[config.mk]
export PLATFORM = sky130hd
export DESIGN_NAME = coh_read_router
export DESIGN_NICKNAME = d
export VERILOG_FILES = /design/src/rtl/coh_router_pkg.sv /design/src/rtl/coh_ctrl.sv /design/src/rtl/coh_beat_mux.sv /design/src/rtl/coh_read_router.sv
export SDC_FILE = /design/constraint.sdc
export NUM_CORES = 1
export LEC_CHECK = 0
export BUFFER_PORTS_ARGS = -buffer_cell sky130_fd_sc_hd__buf_2
export CORE_AREA = 2 2 205 207
export DETAILED_ROUTE_END_ITERATION = 10
export DIE_AREA = 0 0 207 209
export GPL_ROUTABILITY_DRIVEN = 0
export PLACE_DENSITY = 0.42
export SETUP_SLACK_MARGIN = 0.15
export SYNTH_ARGS = -nofsm -noshare
export SYNTH_HDL_FRONTEND = slang
export SYNTH_SLANG_ARGS = --single-unit
[constraint.sdc]
create_clock -name clk_i -period 1.78 [get_ports clk_i]
set_input_delay 0.356 -clock clk_i [delete_from_list [all_inputs] [get_ports clk_i]]
set_output_delay 0.356 -clock clk_i [all_outputs]
set_load 0.01 [all_outputs]
[src/rtl/coh_router_pkg.sv]
package coh_router_pkg;
  localparam int SNP_RESP_W = 2;
  localparam int SNP_HIT_BIT = 0;
  localparam int SNP_ERR_BIT = 1;
  localparam logic [1:0] RESP_OKAY = 2'b00;
  localparam logic [1:0] RESP_SLVERR = 2'b10;

  typedef enum logic [2:0] {
    ST_IDLE,
    ST_SNP_ADDR,
    ST_SNP_RESP,
    ST_SNP_DATA,
    ST_MEM_ADDR,
    ST_MEM_DATA,
    ST_RESP
  } state_e;
endpackage

[src/rtl/coh_ctrl.sv]
module coh_ctrl
  import coh_router_pkg::*;
#(
  parameter int ADDR_W = 40,
  parameter int OFFS_W = 6
) (
  input  logic                  clk_i,
  input  logic                  rst_ni,
  input  logic                  req_valid_i,
  input  logic [ADDR_W-1:0]     req_addr_i,
  output logic                  req_ready_o,
  input  logic                  snp_ac_ready_i,
  input  logic                  snp_cr_valid_i,
  input  logic [SNP_RESP_W-1:0] snp_cr_resp_i,
  input  logic                  mem_ar_ready_i,
  input  logic                  line_done_i,
  output logic                  snp_ac_valid_o,
  output logic                  snp_cr_ready_o,
  output logic                  mem_ar_valid_o,
  output logic [ADDR_W-1:0]     line_addr_o,
  output logic                  sel_snp_o,
  output logic                  sel_mem_o,
  output logic                  err_o
);
  state_e state_q, state_d;
  logic [ADDR_W-1:0] addr_q;
  logic err_q;

  always_comb begin
    state_d = state_q;
    unique case (state_q)
      ST_IDLE:     if (req_valid_i) state_d = ST_SNP_ADDR;
      ST_SNP_ADDR: if (snp_ac_ready_i) state_d = ST_SNP_RESP;
      ST_SNP_RESP: if (snp_cr_valid_i)
                     state_d = snp_cr_resp_i[SNP_HIT_BIT] ? ST_SNP_DATA : ST_MEM_ADDR;
      ST_MEM_ADDR: if (mem_ar_ready_i) state_d = ST_MEM_DATA;
      ST_SNP_DATA,
      ST_MEM_DATA: if (line_done_i) state_d = ST_RESP;
      ST_RESP:     state_d = ST_IDLE;
      default:     state_d = ST_IDLE;
    endcase
  end

  always_ff @(posedge clk_i or negedge rst_ni) begin
    if (!rst_ni) begin
      state_q <= ST_IDLE;
      addr_q  <= '0;
      err_q   <= 1'b0;
    end else begin
      state_q <= state_d;
      if (state_q == ST_IDLE && req_valid_i)
        addr_q <= {req_addr_i[ADDR_W-1:OFFS_W], {OFFS_W{1'b0}}};
      if (state_q == ST_SNP_RESP && snp_cr_valid_i)
        err_q <= snp_cr_resp_i[SNP_ERR_BIT];
    end
  end

  assign req_ready_o    = (state_q == ST_IDLE);
  assign snp_ac_valid_o = (state_q == ST_SNP_ADDR);
  assign snp_cr_ready_o = (state_q == ST_SNP_RESP);
  assign mem_ar_valid_o = (state_q == ST_MEM_ADDR);
  assign sel_snp_o      = (state_q == ST_SNP_DATA);
  assign sel_mem_o      = (state_q == ST_MEM_DATA);
  assign line_addr_o    = addr_q;
  assign err_o          = err_q;
endmodule

[src/rtl/coh_beat_mux.sv]
module coh_beat_mux
  import coh_router_pkg::*;
#(
  parameter int DATA_W = 128,
  parameter int BEATS  = 4
) (
  input  logic              clk_i,
  input  logic              rst_ni,
  input  logic              sel_snp_i,
  input  logic              sel_mem_i,
  input  logic              err_i,
  input  logic              snp_valid_i,
  input  logic [DATA_W-1:0] snp_data_i,
  output logic              snp_ready_o,
  input  logic              mem_valid_i,
  input  logic [DATA_W-1:0] mem_data_i,
  output logic              mem_ready_o,
  output logic              out_valid_o,
  input  logic              out_ready_i,
  output logic [DATA_W-1:0] out_data_o,
  output logic [1:0]        out_resp_o,
  output logic              out_last_o,
  output logic              line_done_o
);
  localparam int CNT_W = (BEATS > 1) ? $clog2(BEATS) : 1;

  logic xfer, final_beat;

  // straight pass-through; the source owns the stability rule
  assign out_valid_o = (sel_snp_i & snp_valid_i) | (sel_mem_i & mem_valid_i);
  assign out_data_o  = sel_snp_i ? snp_data_i : (sel_mem_i ? mem_data_i : '0);
  assign snp_ready_o = sel_snp_i & out_ready_i;
  assign mem_ready_o = sel_mem_i & out_ready_i;
  assign xfer        = out_valid_o & out_ready_i;

  generate
    if (BEATS > 1) begin : g_cnt
      logic [CNT_W-1:0] cnt_q;
      always_ff @(posedge clk_i or negedge rst_ni) begin
        if (!rst_ni)   cnt_q <= '0;
        else if (xfer) cnt_q <= final_beat ? '0 : cnt_q + 1'b1;
      end
      assign final_beat = (cnt_q == CNT_W'(BEATS - 1));
    end else begin : g_single
      assign final_beat = 1'b1;
    end
  endgenerate

  assign out_last_o  = out_valid_o & final_beat;
  assign out_resp_o  = (out_last_o && err_i) ? RESP_SLVERR : RESP_OKAY;
  assign line_done_o = xfer & final_beat;
endmodule

[src/rtl/coh_read_router.sv]
module coh_read_router
  import coh_router_pkg::*;
#(
  parameter int ADDR_W     = 40,
  parameter int DATA_W     = 128,
  parameter int LINE_BYTES = 64
) (
  input  logic                  clk_i,
  input  logic                  rst_ni,
  input  logic                  req_ar_valid_i,
  output logic                  req_ar_ready_o,
  input  logic [ADDR_W-1:0]     req_ar_addr_i,
  output logic                  req_r_valid_o,
  input  logic                  req_r_ready_i,
  output logic [DATA_W-1:0]     req_r_data_o,
  output logic [1:0]            req_r_resp_o,
  output logic                  req_r_last_o,
  output logic                  snp_ac_valid_o,
  input  logic                  snp_ac_ready_i,
  output logic [ADDR_W-1:0]     snp_ac_addr_o,
  input  logic                  snp_cr_valid_i,
  output logic                  snp_cr_ready_o,
  input  logic [SNP_RESP_W-1:0] snp_cr_resp_i,
  input  logic                  snp_cd_valid_i,
  output logic                  snp_cd_ready_o,
  input  logic [DATA_W-1:0]     snp_cd_data_i,
  output logic                  mem_ar_valid_o,
  input  logic                  mem_ar_ready_i,
  output logic [ADDR_W-1:0]     mem_ar_addr_o,
  input  logic                  mem_r_valid_i,
  output logic                  mem_r_ready_o,
  input  logic [DATA_W-1:0]     mem_r_data_i
);
  localparam int BEATS  = LINE_BYTES / (DATA_W / 8);
  localparam int OFFS_W = $clog2(LINE_BYTES);

  logic sel_snp, sel_mem, err, line_done;
  logic [ADDR_W-1:0] line_addr;

  coh_ctrl #(.ADDR_W(ADDR_W), .OFFS_W(OFFS_W)) i_ctrl (
    .clk_i, .rst_ni,
    .req_valid_i   (req_ar_valid_i),
    .req_addr_i    (req_ar_addr_i),
    .req_ready_o   (req_ar_ready_o),
    .snp_ac_ready_i,
    .snp_cr_valid_i,
    .snp_cr_resp_i,
    .mem_ar_ready_i,
    .line_done_i   (line_done),
    .snp_ac_valid_o,
    .snp_cr_ready_o,
    .mem_ar_valid_o,
    .line_addr_o   (line_addr),
    .sel_snp_o     (sel_snp),
    .sel_mem_o     (sel_mem),
    .err_o         (err)
  );

  coh_beat_mux #(.DATA_W(DATA_W), .BEATS(BEATS)) i_mux (
    .clk_i, .rst_ni,
    .sel_snp_i   (sel_snp),
    .sel_mem_i   (sel_mem),
    .err_i       (err),
    .snp_valid_i (snp_cd_valid_i),
    .snp_data_i  (snp_cd_data_i),
    .snp_ready_o (snp_cd_ready_o),
    .mem_valid_i (mem_r_valid_i),
    .mem_data_i  (mem_r_data_i),
    .mem_ready_o (mem_r_ready_o),
    .out_valid_o (req_r_valid_o),
    .out_ready_i (req_r_ready_i),
    .out_data_o  (req_r_data_o),
    .out_resp_o  (req_r_resp_o),
    .out_last_o  (req_r_last_o),
    .line_done_o (line_done)
  );

  assign snp_ac_addr_o = line_addr;
  assign mem_ar_addr_o = line_addr;
endmodule

==> metrics.md <==
| Metric | Value |
|---|---|
| Status | finished, violations left |
| Failing checks | setup timing |
| Pre-antenna DRT Iters | 4 |
| Psw | 4.72 mW |
| WP data arrival | 1.77 ns |
| Register area share after synthesis | 28.3% |
| Clk_lat worst skew | 0.28 ns |
| First-pass GRT wire length | 33.6 mm |
| Most common cell in the synthesized netlist | a22o_1 |
| Max Cap Viol | 0 |
| # fillers | 4632 |
| Cts hold-fix bufs | 0 |
| Placed instance count | 1325 |
| Synthesized area | 3530 um^2 |
| Buffers added on ports | 505 |
| Die Height | 209 um |
| Logic pwr share | 76.4% |
| Area leader, netlist | a22o_1 |
| Hold Path Class | in2async |
| CTS clk-pin slew, worst paths | 0.06 ns |
| Std-Cell Core Area | 41300 um^2 |
| Post-synth EDFFs | 0 |
| # DRC | 0 |
| Post-synthesis mux area share | 15.3% |
| Post-synthesis compound-gate area fraction | 33.7% |
| Sw Share | 41.6% |
| Post-synth top cells | 129 x a22o_1, 61 x buf_4, 40 x dfrtp_1 |
| CP max stage cell | dfrtp_1 |
| CTS tree | yes |
| Main combinational cell family by area after synthesis | compound AO/OA/AOI/OAI gates |
| Antenna violations before repair | 20 |
| Area Growth Syn to Fin | 114% |
| Layout cell share with drive strength beyond 1 | 75.5% |
| Yosys cell types | 36 |
| Worst path bufs/invs | 4 |
| Setup Crit Path Kind | reg2out |
| CP delay by family, top | buffers and inverters |
| Wire per inst | 20.5 um |
| Max IR drop VDD | 0.690 mV |
| Synthesized flop and latch total | 40 |
| DRT iter0 DRCs | 240 |
| Vias in the first global route | 4524 |
| Setup crit start kind | flip-flop |
| Die area | 43300 um^2 |
| Final ANT Viol Nets | 0 |
| Final min period | 2.12 ns |
| Placed cell areas | 6480 um^2 |
| Worst-path cell chain | nor2b_4 > and2_4 > buf_12 > buf_8 > buf_16 > a22o_1 > buf_2 |
| # setup viols final | 140 |
| Tot Pwr | 11.4 mW |
| Highest clock rate | 471 MHz |
| Routed Wire Length | 28.3 mm |
| Die Width | 207 um |
| Worst EP required | 1.42 ns |
| Design area | 7570 um^2 |
| Final worst-path cycle share | 119% |
| Post-Route Skew | 0.00723 ns |
| Yosys warns | 0 |
| H-tree depth reported by CTS | 2 |
| Global route overflow | 0 |
| Cell-internal power | 6.63 mW |
| Row count | 75 |
| Clock share of power | 8.1% |
| GRT Max-Usage Layer | met2 |
| Seq pwr share | 15.6% |
| Final Hold Viols | 0 |
| Root Buffer | clkbuf_16 |
| # nets final | 1140 |
| Setup slack after layout | -0.342 ns |
| Non-filler cells, final | 1376 |
| GRT Util Overall | 10.7% |
| GR Util met3 | 3.22% |
| Vias | 4987 |
| RSZ-0062 raised after global routing | yes |
| CP Max Fanout | 5 |
| Area share of fa/ha/maj cells after synthesis | 0.354% |
| DR vias/cell | 3.62 |
| Clock Sinks | 40 |
| I/O pins | 525 |
| Asr flop ratio synth | 100% |
| Xor-xnor portion of the synthesized cell area | 0% |
| CP Capture Type | output pin |
| Post-Syn Instances | 327 |
| Clock buffer count from CTS | 5 |
| Largest net degree at the start of global routing | 45 |
| Syn Area/Cell | 10.8 um^2 |
| Synth area leaders | a22o_1 32%, dfrtp_1 28%, buf_4 13% |
| Final HPWL DP | 21.0 mm |
| Pleak | 4.14 nW |
| Initial Util | 8.56% |
| CP max stage delay | 0.39 ns |
| Power per cell area | 1500 nW/um^2 |
| CTS Buffer Depth | 2 |
| Ys flop type | dfrtp_1 |
| Simple-Gate Fraction of Synth Area | 5.52% |
| GR Util met1 | 12.6% |
| Max-slew violations | 0 |
| Synth top area share | 32.0% |
| GR met2 Demand/Resource | 19.1% |
-- repair_timing --
action / CTS / global route
setup endpoints to repair: 171 / 173
gates resized for setup: 20 / 46
endpoints found under the hold margin: 0 / 0
pin swaps: 5 / 12
cloned: 6 / 16
setup buffers: 7 / 11
-- layout by cell type (no fill, tap or decap), drive strengths merged, types with 2 or more instances in the layout --
cell type,instances
nor3,2
a21oi,2
and3,2
nand3b,2
clkinv,2
a22o,129
mux2,37
diode,4
nand2b,3
dfrtp,40
o21ai,2
and4b,2
clkbuf,16
bufbuf,3
nor3b,3
nand2,2
buf,556
and2,2
conb,13
-- final timing paths --
path                                       from                     end  slack [ns]  depth (start not counted)
max in group asynchronous                rst_ni       i_ctrl.state_q[2]        1.54                          2
setup / recovery              i_ctrl.state_q[1]       req_r_data_o[101]       -0.34                          7
setup reg to reg              i_ctrl.state_q[2]  i_ctrl.line_addr_o[22]       -0.05                          5
hold reg to reg            i_mux.g_cnt.cnt_q[1]    i_mux.g_cnt.cnt_q[1]        0.51                          1
hold / removal                           rst_ni  i_ctrl.line_addr_o[24]        0.04                          2
min in group clk_i            req_ar_addr_i[36]  i_ctrl.line_addr_o[36]        0.30                          2
-- power groups by stage --
stage	registers (mW)	clock network [mW]	logic, mW
floorplan	1.92	0	4.22
global placement	1.78	0	6.61
detailed placement	1.76	0	6.60
CTS	1.78	0.972	7.45
global route	1.84	0.996	9.21
finish	1.77	0.916	8.67
-- sequential cells by signal (all words and copies together) (netlist names) --
signal,cells
i_ctrl.err_o,1
i_ctrl.line_addr_o,34
i_ctrl.state_q,3
i_mux.g_cnt.cnt_q,2
-- per-layer routing --
layer,vias up,wire [um]
met5,-,14
met3,44,2580
met4,2,560
met2,365,14000
li1,2246,-
met1,2330,11100
-- worst reg2reg max path, stage by stage, from the launching register on --
cell and delay (ns):
dfrtp_1 0.42, buf_4 0.23, nor4b_4 0.33, buf_4 0.17
bufbuf_16 0.28, mux2_4 0.30
-- stage by stage --
stage / setup TNS [ns] / setup slack [ns] / util (%) / hold WS (ns)
2_1_floorplan: 0 / 0.114 / - / 0.0604
3_3_place_gp: 0 / 0.0175 / 15.7 / 0.350
3_5_place_dp: -0.00973 / -0.00973 / 15.7 / 0.351
4_1_cts: -37.21 / -0.331 / 16.8 / 0.0391
5_1_grt: -43.51 / -0.380 / 18.3 / 0.0545
6_report: -34.59 / -0.342 / 18.3 / 0.0400
-- cell families after synthesis --
kind of cell	after synthesis
adders and majority gates	1
DFF	40
muxes	38
AOI/OAI and AO/OA	138
other	1
buffers and inverters	84
and+or+nand+nor	25
-- area by class of cell --
cell class / count / area, um^2 / area share [%]
inverters: 1 / 3.75 / 0.0496
flip-flops and latches: 40 / 1000 / 13.2
multi-input cells: 215 / 2070 / 27.3
repair buffers: 569 / 3670 / 48.4
well taps: 539 / 674 / 8.91
clock inverters: 2 / 10.0 / 0.132
diodes: 4 / 10.0 / 0.132
clock buffers: 6 / 139 / 1.83
(Power assumes the default switching activity.)
